[src/rtl/cvl_pkg.sv]
package cvl_pkg;

  typedef enum logic [1:0] {
    SEL_MAIN = 2'd0,
    SEL_KEY  = 2'd1,
    SEL_LOCK = 2'd2,
    SEL_NONE = 2'd3
  } prog_sel_e;

  typedef enum logic [1:0] {
    LVL_OPEN     = 2'd0,
    LVL_NOTABLE  = 2'd1,
    LVL_NOVERIFY = 2'd2,
    LVL_SEALED   = 2'd3
  } lock_lvl_e;

  typedef struct packed {
    logic prog_en;
    logic verify_en;
    logic ext_table_en;
    logic ext_exec_en;
    logic ea_latch_en;
  } lock_perm_t;

  localparam int SIG_MFR_ADDR = 'h30;
  localparam int SIG_MFR_VAL  = 'h89;
  localparam int SIG_FAM_ADDR = 'h31;
  localparam int SIG_FAM_VAL  = 'h58;
  localparam int SIG_DEV_ADDR = 'h60;

endpackage

[src/rtl/cvl_lock_decode.sv]
module cvl_lock_decode
  import cvl_pkg::*;
(
  input  logic [2:0]  lb_erased,   // bit i = 1 : LB(i+1) unprogrammed
  output lock_lvl_e   level,
  output lock_perm_t  perm
);

  always_comb begin
    unique case (lb_erased)
      3'b111:  level = LVL_OPEN;
      3'b110:  level = LVL_NOTABLE;
      3'b100:  level = LVL_NOVERIFY;
      default: level = LVL_SEALED;   // fully sealed and every undefined mix
    endcase
  end

  always_comb begin
    perm.prog_en      = (level == LVL_OPEN);
    perm.ext_table_en = (level == LVL_OPEN);
    perm.ea_latch_en  = (level != LVL_OPEN);
    perm.verify_en    = (level == LVL_OPEN) || (level == LVL_NOTABLE);
    perm.ext_exec_en  = (level != LVL_SEALED);
  end

endmodule

[src/rtl/cvl_prog_ctrl.sv]
module cvl_prog_ctrl
  import cvl_pkg::*;
#(
  parameter int ADDR_W      = 16,
  parameter int DATA_W      = 8,
  parameter int MAIN_PULSES = 5,
  parameter int SEC_PULSES  = 25
) (
  input  logic              clk,
  input  logic              rst_n,
  input  logic              pulse,
  input  prog_sel_e         sel,
  input  logic [ADDR_W-1:0] addr,
  input  logic [DATA_W-1:0] data,
  input  logic              array_open,
  output logic              main_commit,
  output logic              key_commit,
  output logic              lock_commit
);

  localparam int MAX_P = (MAIN_PULSES > SEC_PULSES) ? MAIN_PULSES : SEC_PULSES;
  localparam int CNT_W = $clog2(MAX_P + 1);
  localparam logic [CNT_W-1:0] MAIN_T = CNT_W'(MAIN_PULSES);
  localparam logic [CNT_W-1:0] SEC_T  = CNT_W'(SEC_PULSES);

  logic [CNT_W-1:0]  run_cnt;
  prog_sel_e         run_sel;
  logic [ADDR_W-1:0] run_addr;
  logic [DATA_W-1:0] run_data;

  logic             allowed, same_run, hit;
  logic [CNT_W-1:0] cnt_nx, target;

  always_comb begin
    unique case (sel)
      SEL_LOCK:         allowed = pulse && (addr[1:0] != 2'b11);
      SEL_MAIN, SEL_KEY: allowed = pulse && array_open;
      default:          allowed = 1'b0;
    endcase
    same_run = (run_cnt != '0) && (sel == run_sel) &&
               (addr == run_addr) && (data == run_data);
    cnt_nx   = same_run ? run_cnt + 1'b1 : CNT_W'(1);
    target   = (sel == SEL_MAIN) ? MAIN_T : SEC_T;
    hit      = allowed && (cnt_nx == target);
  end

  assign main_commit = hit && (sel == SEL_MAIN);
  assign key_commit  = hit && (sel == SEL_KEY);
  assign lock_commit = hit && (sel == SEL_LOCK);

  always_ff @(posedge clk or negedge rst_n) begin
    if (!rst_n) begin
      run_cnt  <= '0;
      run_sel  <= SEL_NONE;
      run_addr <= '0;
      run_data <= '0;
    end else if (allowed) begin
      run_cnt  <= hit ? '0 : cnt_nx;
      run_sel  <= sel;
      run_addr <= addr;
      run_data <= data;
    end
  end

endmodule

[src/rtl/cvl_key_array.sv]
module cvl_key_array #(
  parameter int IDX_W  = 6,
  parameter int DATA_W = 8
) (
  input  logic              clk,
  input  logic              rst_n,
  input  logic              we,
  input  logic [IDX_W-1:0]  widx,
  input  logic [DATA_W-1:0] wdata,
  input  logic [IDX_W-1:0]  ridx,
  output logic [DATA_W-1:0] rdata
);

  localparam int DEPTH = 1 << IDX_W;

  logic [DEPTH-1:0][DATA_W-1:0] cells;

  for (genvar g = 0; g < DEPTH; g++) begin : g_cell
    logic [DATA_W-1:0] val;
    always_ff @(posedge clk or negedge rst_n) begin
      if (!rst_n)                           val <= '1;
      else if (we && (widx == IDX_W'(g)))   val <= val & wdata;   // bits only clear
    end
    assign cells[g] = val;
  end

  assign rdata = cells[ridx];

endmodule

[src/rtl/cvl_verify_top.sv]
module cvl_verify_top
  import cvl_pkg::*;
#(
  parameter int          ADDR_W      = 16,
  parameter int          DATA_W      = 8,
  parameter int          KEY_IDX_W   = 6,
  parameter int          MAIN_PULSES = 5,
  parameter int          SEC_PULSES  = 25,
  parameter logic [7:0]  DEVICE_CODE = 8'hFB
) (
  input  logic              clk,
  input  logic              rst_n,
  input  logic              vfy_valid,
  output logic              vfy_ready,
  input  logic [ADDR_W-1:0] vfy_addr,
  input  logic [DATA_W-1:0] vfy_code,
  input  logic              vfy_sig,
  output logic              out_valid,
  input  logic              out_ready,
  output logic [DATA_W-1:0] out_data,
  input  logic              prog_pulse,
  input  logic [1:0]        prog_sel,
  input  logic [ADDR_W-1:0] prog_addr,
  input  logic [DATA_W-1:0] prog_data,
  output logic              main_wr,
  output logic [ADDR_W-1:0] main_wr_addr,
  output logic [DATA_W-1:0] main_wr_data,
  output logic [1:0]        lock_level,
  output logic              prog_en,
  output logic              verify_en,
  output logic              ext_table_en,
  output logic              ext_exec_en,
  output logic              ea_latch_en
);

  localparam logic [ADDR_W-1:0] A_MFR = ADDR_W'(SIG_MFR_ADDR);
  localparam logic [ADDR_W-1:0] A_FAM = ADDR_W'(SIG_FAM_ADDR);
  localparam logic [ADDR_W-1:0] A_DEV = ADDR_W'(SIG_DEV_ADDR);

  logic [2:0]        lb_erased;
  lock_lvl_e         level;
  lock_perm_t        perm;
  logic              main_commit, key_commit, lock_commit;
  logic [DATA_W-1:0] key_byte, result;
  logic              accept;

  cvl_lock_decode u_dec (
    .lb_erased (lb_erased),
    .level     (level),
    .perm      (perm)
  );

  cvl_prog_ctrl #(
    .ADDR_W      (ADDR_W),
    .DATA_W      (DATA_W),
    .MAIN_PULSES (MAIN_PULSES),
    .SEC_PULSES  (SEC_PULSES)
  ) u_prog (
    .clk         (clk),
    .rst_n       (rst_n),
    .pulse       (prog_pulse),
    .sel         (prog_sel_e'(prog_sel)),
    .addr        (prog_addr),
    .data        (prog_data),
    .array_open  (perm.prog_en),
    .main_commit (main_commit),
    .key_commit  (key_commit),
    .lock_commit (lock_commit)
  );

  cvl_key_array #(
    .IDX_W  (KEY_IDX_W),
    .DATA_W (DATA_W)
  ) u_key (
    .clk   (clk),
    .rst_n (rst_n),
    .we    (key_commit),
    .widx  (prog_addr[KEY_IDX_W-1:0]),
    .wdata (prog_data),
    .ridx  (vfy_addr[KEY_IDX_W-1:0]),
    .rdata (key_byte)
  );

  // lock bit storage: 1 = erased
  always_ff @(posedge clk or negedge rst_n) begin
    if (!rst_n) begin
      lb_erased <= 3'b111;
    end else if (lock_commit) begin
      unique case (prog_addr[1:0])
        2'd0:    lb_erased[0] <= 1'b0;
        2'd1:    lb_erased[1] <= 1'b0;
        default: lb_erased[2] <= 1'b0;
      endcase
    end
  end

  always_ff @(posedge clk or negedge rst_n) begin
    if (!rst_n) begin
      main_wr      <= 1'b0;
      main_wr_addr <= '0;
      main_wr_data <= '0;
    end else begin
      main_wr <= main_commit;
      if (main_commit) begin
        main_wr_addr <= prog_addr;
        main_wr_data <= prog_data;
      end
    end
  end

  always_comb begin
    if (vfy_sig) begin
      if      (vfy_addr == A_MFR) result = DATA_W'(SIG_MFR_VAL);
      else if (vfy_addr == A_FAM) result = DATA_W'(SIG_FAM_VAL);
      else if (vfy_addr == A_DEV) result = DATA_W'(DEVICE_CODE);
      else                        result = '1;
    end else if (!perm.verify_en) begin
      result = '1;
    end else begin
      result = ~(vfy_code ^ key_byte);
    end
  end

  assign vfy_ready = !out_valid || out_ready;
  assign accept    = vfy_valid && vfy_ready;

  always_ff @(posedge clk or negedge rst_n) begin
    if (!rst_n) begin
      out_valid <= 1'b0;
      out_data  <= '0;
    end else if (accept) begin
      out_valid <= 1'b1;
      out_data  <= result;
    end else if (out_ready) begin
      out_valid <= 1'b0;
    end
  end

  assign lock_level   = level;
  assign prog_en      = perm.prog_en;
  assign verify_en    = perm.verify_en;
  assign ext_table_en = perm.ext_table_en;
  assign ext_exec_en  = perm.ext_exec_en;
  assign ea_latch_en  = perm.ea_latch_en;

endmodule

[config.mk]
export PLATFORM = sky130hd
export DESIGN_NAME = cvl_verify_top
export DESIGN_NICKNAME = d
export VERILOG_FILES = /design/src/rtl/cvl_pkg.sv /design/src/rtl/cvl_lock_decode.sv /design/src/rtl/cvl_prog_ctrl.sv /design/src/rtl/cvl_key_array.sv /design/src/rtl/cvl_verify_top.sv
export SDC_FILE = /design/constraint.sdc
export NUM_CORES = 1
export LEC_CHECK = 0
export ABC_AREA = 0
export BUFFER_PORTS_ARGS = -buffer_cell sky130_fd_sc_hd__buf_4
export CAP_MARGIN = 20
export CORE_MARGIN = 1.5
export CORE_UTILIZATION = 55
export CTS_BUF_LIST = sky130_fd_sc_hd__clkbuf_2 sky130_fd_sc_hd__clkbuf_4 sky130_fd_sc_hd__clkbuf_8
export DETAILED_ROUTE_END_ITERATION = 12
export PLACE_DENSITY = 0.82
export SYNTH_ARGS = -nofsm -noshare
export SYNTH_HDL_FRONTEND = slang
export SYNTH_SLANG_ARGS = --single-unit
[constraint.sdc]
create_clock -name clk -period 2.8 [get_ports clk]
set_input_delay 0.7 -clock clk [delete_from_list [all_inputs] [get_ports clk]]
set_output_delay 0.7 -clock clk [all_outputs]
set_load 0.01 [all_outputs]
==> summary.md, run 1 <==
| Metric | Value |
|---|---|
| Rows | `79` |
| Synth top cells by count | `dfstp_2 (517), o21a_1 (512), mux2_2 (97)` |
| Vias in the first global route | `18600` |
| Async S/R FF share, synth | `100%` |
| CTS root buffer | `clkbuf_8` |
| Minimum clock period | `2.86 ns` |
| Xor/xnor share of the synthesized area | `1.19%` |
| Syn_nets | `1931` |
| Initial core utilization | `55.7%` |
| DPL Wire Length | `44.1 mm` |
| Antenna violations before repair | `0` |
| Adder-cell share of the synthesized area | `0.0967%` |
| Slew Limit Fails | `0` |
| Clock Tree Buf Depth | `3` |
| Final ANT Viol Nets | `0` |
| Hold_buf cts | `0` |
| Largest net degree at the start of global routing | `107` |
| Path type of the worst min-delay path | `in2async` |
| GPL Wtd Cong | `0.859` |
| Final Hold Viols | `0` |
| Slew Limit Headroom | `53.8%` |
| Fin area | `30700 µm²` |
| Area of placed instances | `28400 µm²` |
| Die H | `220 µm` |
| Routed len/inst | `24.5 µm` |
| Run status | `complete, but fails checks` |
| Clk_lat worst skew | `0.67 ns` |
| Synth top area share | `52.5%` |
| Diode count | `0` |
| Count leader, synth | `dfstp_2` |
| Number of vias per cell | `6.28` |
| Overall routing resource usage | `28.4%` |
| Yosys warns | `0` |
| CTS tree | `done` |
| DRC viols | `0` |
| Post-synth EDFFs | `0` |
| First-pass GRT wire length | `105 mm` |
| Largest family of logic cells by synthesized area | `compound AO/OA/AOI/OAI gates` |
| Nets | `2152` |
| Post-synthesis cell type count | `54` |
| Compound-Gate Fraction of Synth Area | `18.2%` |
| Die area | `48300 µm²` |
| CP arrival | `3.45 ns` |
| Max cap viols | `0` |
| Final Setup Violations | `102` |
| Via count | `17400` |
| Fillers | `3130` |
| Die Span X | `220 µm` |
| Worst Tran Pin Value | `0.692 ns` |
| Num CTS Buffers | `94` |
| Multiplexer share of the synthesized area | `14.7%` |
| Area growth syn-to-layout | `18.8%` |
| Failing checks | `setup timing` |
| Overall power | `17700 µW` |
| DRT Wirelength | `68.0 mm` |
| Worst Path Required | `3.38 ns` |
| Fin crit share | `102%` |
| Clock skew | `0.0270 ns` |
| Cell leakage power | `0.0122 µW` |
| PD cells | `577 nW/µm²` |
| Core ar. | `46500 µm²` |
| Cells after Synth | `1873` |
| Layout cells sized above 1 | `54.3%` |
| Clock Pin Slew Worst Setup and Hold Paths | `0.06 ns` |
| Clock sinks | `580` |
| Mapped Area | `25900 µm²` |
| Max Clock Freq | `0.349 GHz` |
| RSZ-0062 raised after global routing | `true` |
| FF+latch count, synth | `580` |
| Layout Utilization | `66.1%` |
| CP Max Fanout | `18` |
| GRT overflow | `0` |
| Syn_area_per_cell | `13.8 µm²` |
| Post-Synth Simple-Gate Area | `3.63%` |
| Synth area leader | `dfstp_2` |
| DRT Pass-1 Iters | `5` |
| Seq/Total Area, Yosys | `58.6%` |
| 1st-iter DRT viols | `1348` |
| H-tree Lvls | `3` |
| Min setup slack post-route | `-0.0643 ns` |
| Top FF cell, synth | `dfstp_2` |
| I/O pins | `98` |
| IO Port Bufs | `97` |
| Worst setup SP type | `register` |
| Synth area leaders | `dfstp_2 (53%), o21a_1 (15%), mux4_2 (7.7%)` |
| Maximum VDD drop | `0.465 mV` |
| Setup TNS | `-3.02 ns` |
| Crit path kind | `reg2reg` |
| Endpoint class of the critical path | `register` |
-- area by class of cell --
class | count | area, µm² | area share (%)
inverters | 8 | 30.0 | 0.0977
flip-flops and latches | 580 | 15200 | 49.3
well taps | 607 | 759 | 2.47
clock inverters | 11 | 143 | 0.464
clock buffers | 156 | 1950 | 6.36
repair buffers | 292 | 2770 | 9.00
multi-input cells | 1118 | 9910 | 32.3
-- cells by family after synthesis --
| family | after synthesis |
|---|---|
| AO/OA/AOI/OAI | 631 |
| flip-flops | 580 |
| multiplexers | 258 |
| AND/OR/NAND/NOR | 192 |
| buffers and inverters | 175 |
| XOR/XNOR | 35 |
| adder cells (fa/ha/maj) | 2 |
-- layout by cell type, fill, tap and decap left out, types with 7 or more instances in the layout --
cell type / count
a211oi_1: 8
inv_1: 8
or3_1: 16
o21a_1: 512
nor3_1: 7
o22ai_1: 11
xnor2_1: 18
mux2_2: 79
o221ai_1: 10
clkbuf_4: 31
mux4_2: 88
nor2_1: 25
dfstp_2: 517
o21ai_0: 13
nand2_1: 84
mux2_4: 18
a22oi_1: 14
buf_12: 36
clkbuf_8: 125
xor2_1: 15
mux2i_1: 73
a21oi_1: 18
dfrtp_1: 63
nand4_1: 10
buf_4: 241
a221oi_1: 8
nand2b_1: 12
buf_6: 8
-- worst paths after layout --
path                       slack (ns)                 endpoint  cells after the start               startpoint
hold reg to reg                  0.45  u_key.g_cell[37].val[4]                      1  u_key.g_cell[37].val[4]
min in group clk                 0.24                out_valid                      2                vfy_valid
setup / recovery                -0.06  u_key.g_cell[53].val[5]                     10        u_prog.run_cnt[1]
setup reg to reg                -0.06  u_key.g_cell[53].val[5]                     10        u_prog.run_cnt[1]
hold / removal                   0.21  u_key.g_cell[46].val[0]                      1                    rst_n
max in group asynchronous        1.99  u_key.g_cell[50].val[5]                      2                    rst_n
-- power by group --
| group | switching [µW] | internal, µW | leakage (µW) |
|---|---|---|---|
| combinational | 659 | 482 | 0.00499 |
| clock | 3350 | 4650 | 0.00110 |
| sequential | 59.5 | 8510 | 0.00611 |
| total | 4070 | 13600 | 0.0122 |
-- timing repair --
| item | in CTS | in global routing |
|---|---|---|
| gates cloned | 0 | 5 |
| pin swaps | 0 | 3 |
| gates resized for setup | 5 | 16 |
| endpoints found under the setup margin | 123 | 512 |
| buffers inserted | 0 | 2 |
-- per-layer routing --
layer	routed length, µm	share of wire (%)	track usage (%)
met1	28000	41	37.6
met2	32900	48	46.2
met3	4430	6.5	5.07
met4	2650	3.9	12.8
met5	0	0	0
-- flip-flops by register name, summed over array words and instances, names as in the netlist --
register and flops:
main_wr 1, out_valid 1, u_key.g_cell.val 512, u_prog.run_addr 16
main_wr_addr 16, out_data 8, u_prog.run_cnt 5, u_prog.run_sel 2
main_wr_data 8, lb_erased 3, u_prog.run_data 8
-- critical path, stage by stage, from the launching register on --
cell	delay [ns]
dfrtp_1	0.36
ha_2	0.22
or3b_1	0.36
o31a_1	0.12
o21ai_2	0.14
nand4_1	0.13
or3_4	0.41
buf_8	0.16
or3_4	0.45
clkbuf_16	0.23
o21a_1	0.19
-- per-stage QoR --
step / cells / hold WS [ns] / setup WS [ns]
finish: 2772 / 0.206 / -0.0643
global route: 2772 / 0.227 / -0.173
CTS: 2765 / 0.191 / 0.00465
detailed placement: 2598 / 0.447 / -0.376
global placement: 2598 / 0.442 / -0.368
floorplan: 1873 / 0.404 / -0.101
No activity file was read; power rests on OpenSTA's default activity.
==> run 2, diff against run 1 <==
--- a/config.mk
+++ b/config.mk
@@ -13,6 +13,7 @@
 export CTS_BUF_LIST = sky130_fd_sc_hd__clkbuf_2 sky130_fd_sc_hd__clkbuf_4 sky130_fd_sc_hd__clkbuf_8
 export DETAILED_ROUTE_END_ITERATION = 12
 export PLACE_DENSITY = 0.82
+export SKIP_CTS_REPAIR_TIMING = 1
 export SYNTH_ARGS = -nofsm -noshare
 export SYNTH_HDL_FRONTEND = slang
 export SYNTH_SLANG_ARGS = --single-unit
==> constraint.sdc (replaced) <==
create_clock -name clk -period 2.8 [get_ports clk]
set_input_delay 0.42 -clock clk [delete_from_list [all_inputs] [get_ports clk]]
set_output_delay 0.42 -clock clk [all_outputs]
set_load 0.01 [all_outputs]
==> summary.md, run 2 (same netlist as run 1, synthesis figures left out) <==
| Metric | Value |
|---|---|
| Final Setup Violations | `142` |
| Worst Tran Pin Value | `0.835 ns` |
| CTS tree | `done` |
| DPL Wire Length | `42.6 mm` |
| Maximum VDD drop | `0.417 mV` |
| Max reg flops | `512` |
| DRT Wirelength | `65.3 mm` |
| Die Span X | `220 µm` |
| Rows | `79` |
| RSZ-0062 raised after global routing | `true` |
| Cell breakdown of the critical path | `buf_4, and3b_1, o31a_1, o21ai_2, nand4_1, or3_4, buf_8, or3_4, clkbuf_16, o21a_1` |
| RR Endpoint | `u_key.g_cell[19].val[3]` |
| Num CTS Buffers | `93` |
| Reg area | `15200 µm²` |
| DRC viols | `0` |
| Nets | `2085` |
| Die area | `48300 µm²` |
| Vias in the first global route | `18000` |
| Run status | `complete, but fails checks` |
| Clock Tree Buf Depth | `3` |
| Multi-input logic area | `9810 µm²` |
| Worst Path Required | `3.38 ns` |
| First-pass GRT wire length | `102 mm` |
| CTS root buffer | `clkbuf_8` |
| CP max stage cell | `or3_4` |
| Commonest non-fill, non-tap cells in the layout | `dfstp_2 (517), o21a_1 (512), buf_4 (184), clkbuf_8 (116), mux2_2 (97)` |
| Worst setup SP type | `register` |
| Top reg by flops | `u_key.g_cell.val` |
| Hold path depth | `2` |
| Path type of the worst min-delay path | `in2reg` |
| DP Worst Slack | `-0.0518 ns` |
| Clock sinks | `580` |
| Number of vias per cell | `6.27` |
| Hold_ws | `-0.0223 ns` |
| Slew Limit Headroom | `44.3%` |
| PD cells | `572 nW/µm²` |
| Reg2Reg Setup Slack | `-0.04 ns` |
| GRT overflow | `0` |
| Initial core utilization | `55.7%` |
| Hold EP | `lb_erased[2]` |
| Endpoint class of the critical path | `register` |
| I/O pins | `98` |
| Setup TNS | `-1.97 ns` |
| Largest net degree at the start of global routing | `154` |
| Area growth syn-to-layout | `15.3%` |
| Clock Pin Slew Worst Setup and Hold Paths | `0.06 ns` |
| Final Hold Viols | `1` |
| IO Port Bufs | `97` |
| Slew Limit Fails | `0` |
| Fin area | `29800 µm²` |
| Largest regs | `u_key.g_cell.val x512, main_wr_addr x16, u_prog.run_addr x16` |
| Crit path kind | `reg2reg` |
| Layout cells sized above 1 | `52.3%` |
| Clock skew | `0.0253 ns` |
| Final ANT Viol Nets | `0` |
| Critical register-to-register path startpoint | `u_prog.run_cnt[1]` |
| Max Clock Freq | `0.352 GHz` |
| Max cap viols | `0` |
| Crit-path max cell delay | `0.45 ns` |
| GPL Wtd Cong | `0.928` |
| Reg2Reg Depth | `10` |
| Most frequent CP cell | `or3_4` |
| Overall routing resource usage | `27.9%` |
| Fin crit share | `102%` |
| Antenna violations before repair | `0` |
| Die H | `220 µm` |
| CP Max Fanout | `16` |
| Clk_lat worst skew | `0.67 ns` |
| Via count | `16900` |
| Minimum clock period | `2.84 ns` |
| HP Start | `prog_addr[1]` |
| 1st-iter DRT viols | `1360` |
| Fillers | `3268` |
| Commonest non-fill, non-tap cell in the layout | `dfstp_2` |
| Area of placed instances | `27800 µm²` |
| Min setup slack post-route | `-0.0438 ns` |
| Failing checks | `hold timing, setup timing` |
| H-tree Lvls | `3` |
| Cell leakage power | `0.0117 µW` |
| DRT Pass-1 Iters | `5` |
| Routed len/inst | `24.2 µm` |
| CP arrival | `3.42 ns` |
| Core ar. | `46500 µm²` |
run 2: cell types whose count changed in the layout (fill, tap and decap cells not counted), sizes merged:
cell | before | now
dlygate4sd3 | 0 | 2
clkinv | 3 | 4
buf | 288 | 223
bufinv | 3 | 0
clkbuf | 160 | 156
clkinvlp | 5 | 3
diode | 0 | 1
run 2: final cells by class:
cell class | instances | share of cell area, %
clock buffer | 155 | 6.33
antenna | 1 | 0.00839
inverter | 8 | 0.101
clock inverter | 7 | 0.143
multi-input combinational | 1118 | 32.9
tap | 607 | 2.55
timing repair buffer | 226 | 7.16
sequential | 580 | 50.8
run 2: through the flow:
step | utilization [%] | hold slack [ns] | power (µW) | cells
2_1_floorplan | - | 0.124 | 9180 | 1873
3_3_place_gp | 59.8 | 0.442 | 9680 | 2533
6_report | 64.2 | -0.0223 | 17100 | 2702
4_1_cts | 63.9 | -0.140 | 17200 | 2695
3_5_place_dp | 59.8 | 0.447 | 9720 | 2533
5_1_grt | 64.2 | 0.0000639 | 17600 | 2701
run 2: power by group:
part	switching, µW	internal (µW)
sequential	58.5	8510
combinational	628	410
clock	3250	4220
total	3940	13100
run 2: metal layers:
metal | vias up | wire [µm] | part of all wire [%] | track usage [%]
met3 | 147 | 4970 | 7.6 | 5.42
met5 | - | 0 | 0 | 0
met1 | 8943 | 27000 | 41 | 38.1
li1 | 7171 | - | - | -
met4 | 0 | 2180 | 3.3 | 10.9
met2 | 681 | 31200 | 48 | 44.2
run 2: how the worst max path moves through the flow:
stage / start / endpoint / cells after the start
2_1_floorplan: u_prog.run_cnt[0] / u_key.g_cell[10].val[4] / 12
3_3_place_gp: prog_data[0] / u_key.g_cell[6].val[7] / 11
3_5_place_dp: u_prog.run_cnt[0] / u_key.g_cell[52].val[7] / 11
4_1_cts: u_prog.run_cnt[0] / u_key.g_cell[52].val[7] / 11
5_1_grt: u_prog.run_cnt[1] / u_key.g_cell[49].val[7] / 11
6_report: u_prog.run_cnt[1] / u_key.g_cell[19].val[3] / 10
run 2: critical path: cells and delay by family (launching register included):
family | cells | cell delay (ns)
AND/OR/NAND/NOR | 4 | 1.15
AO/OA/AOI/OAI | 3 | 0.64
buffers and inverters | 3 | 0.55
flip-flops | 1 | 0.41
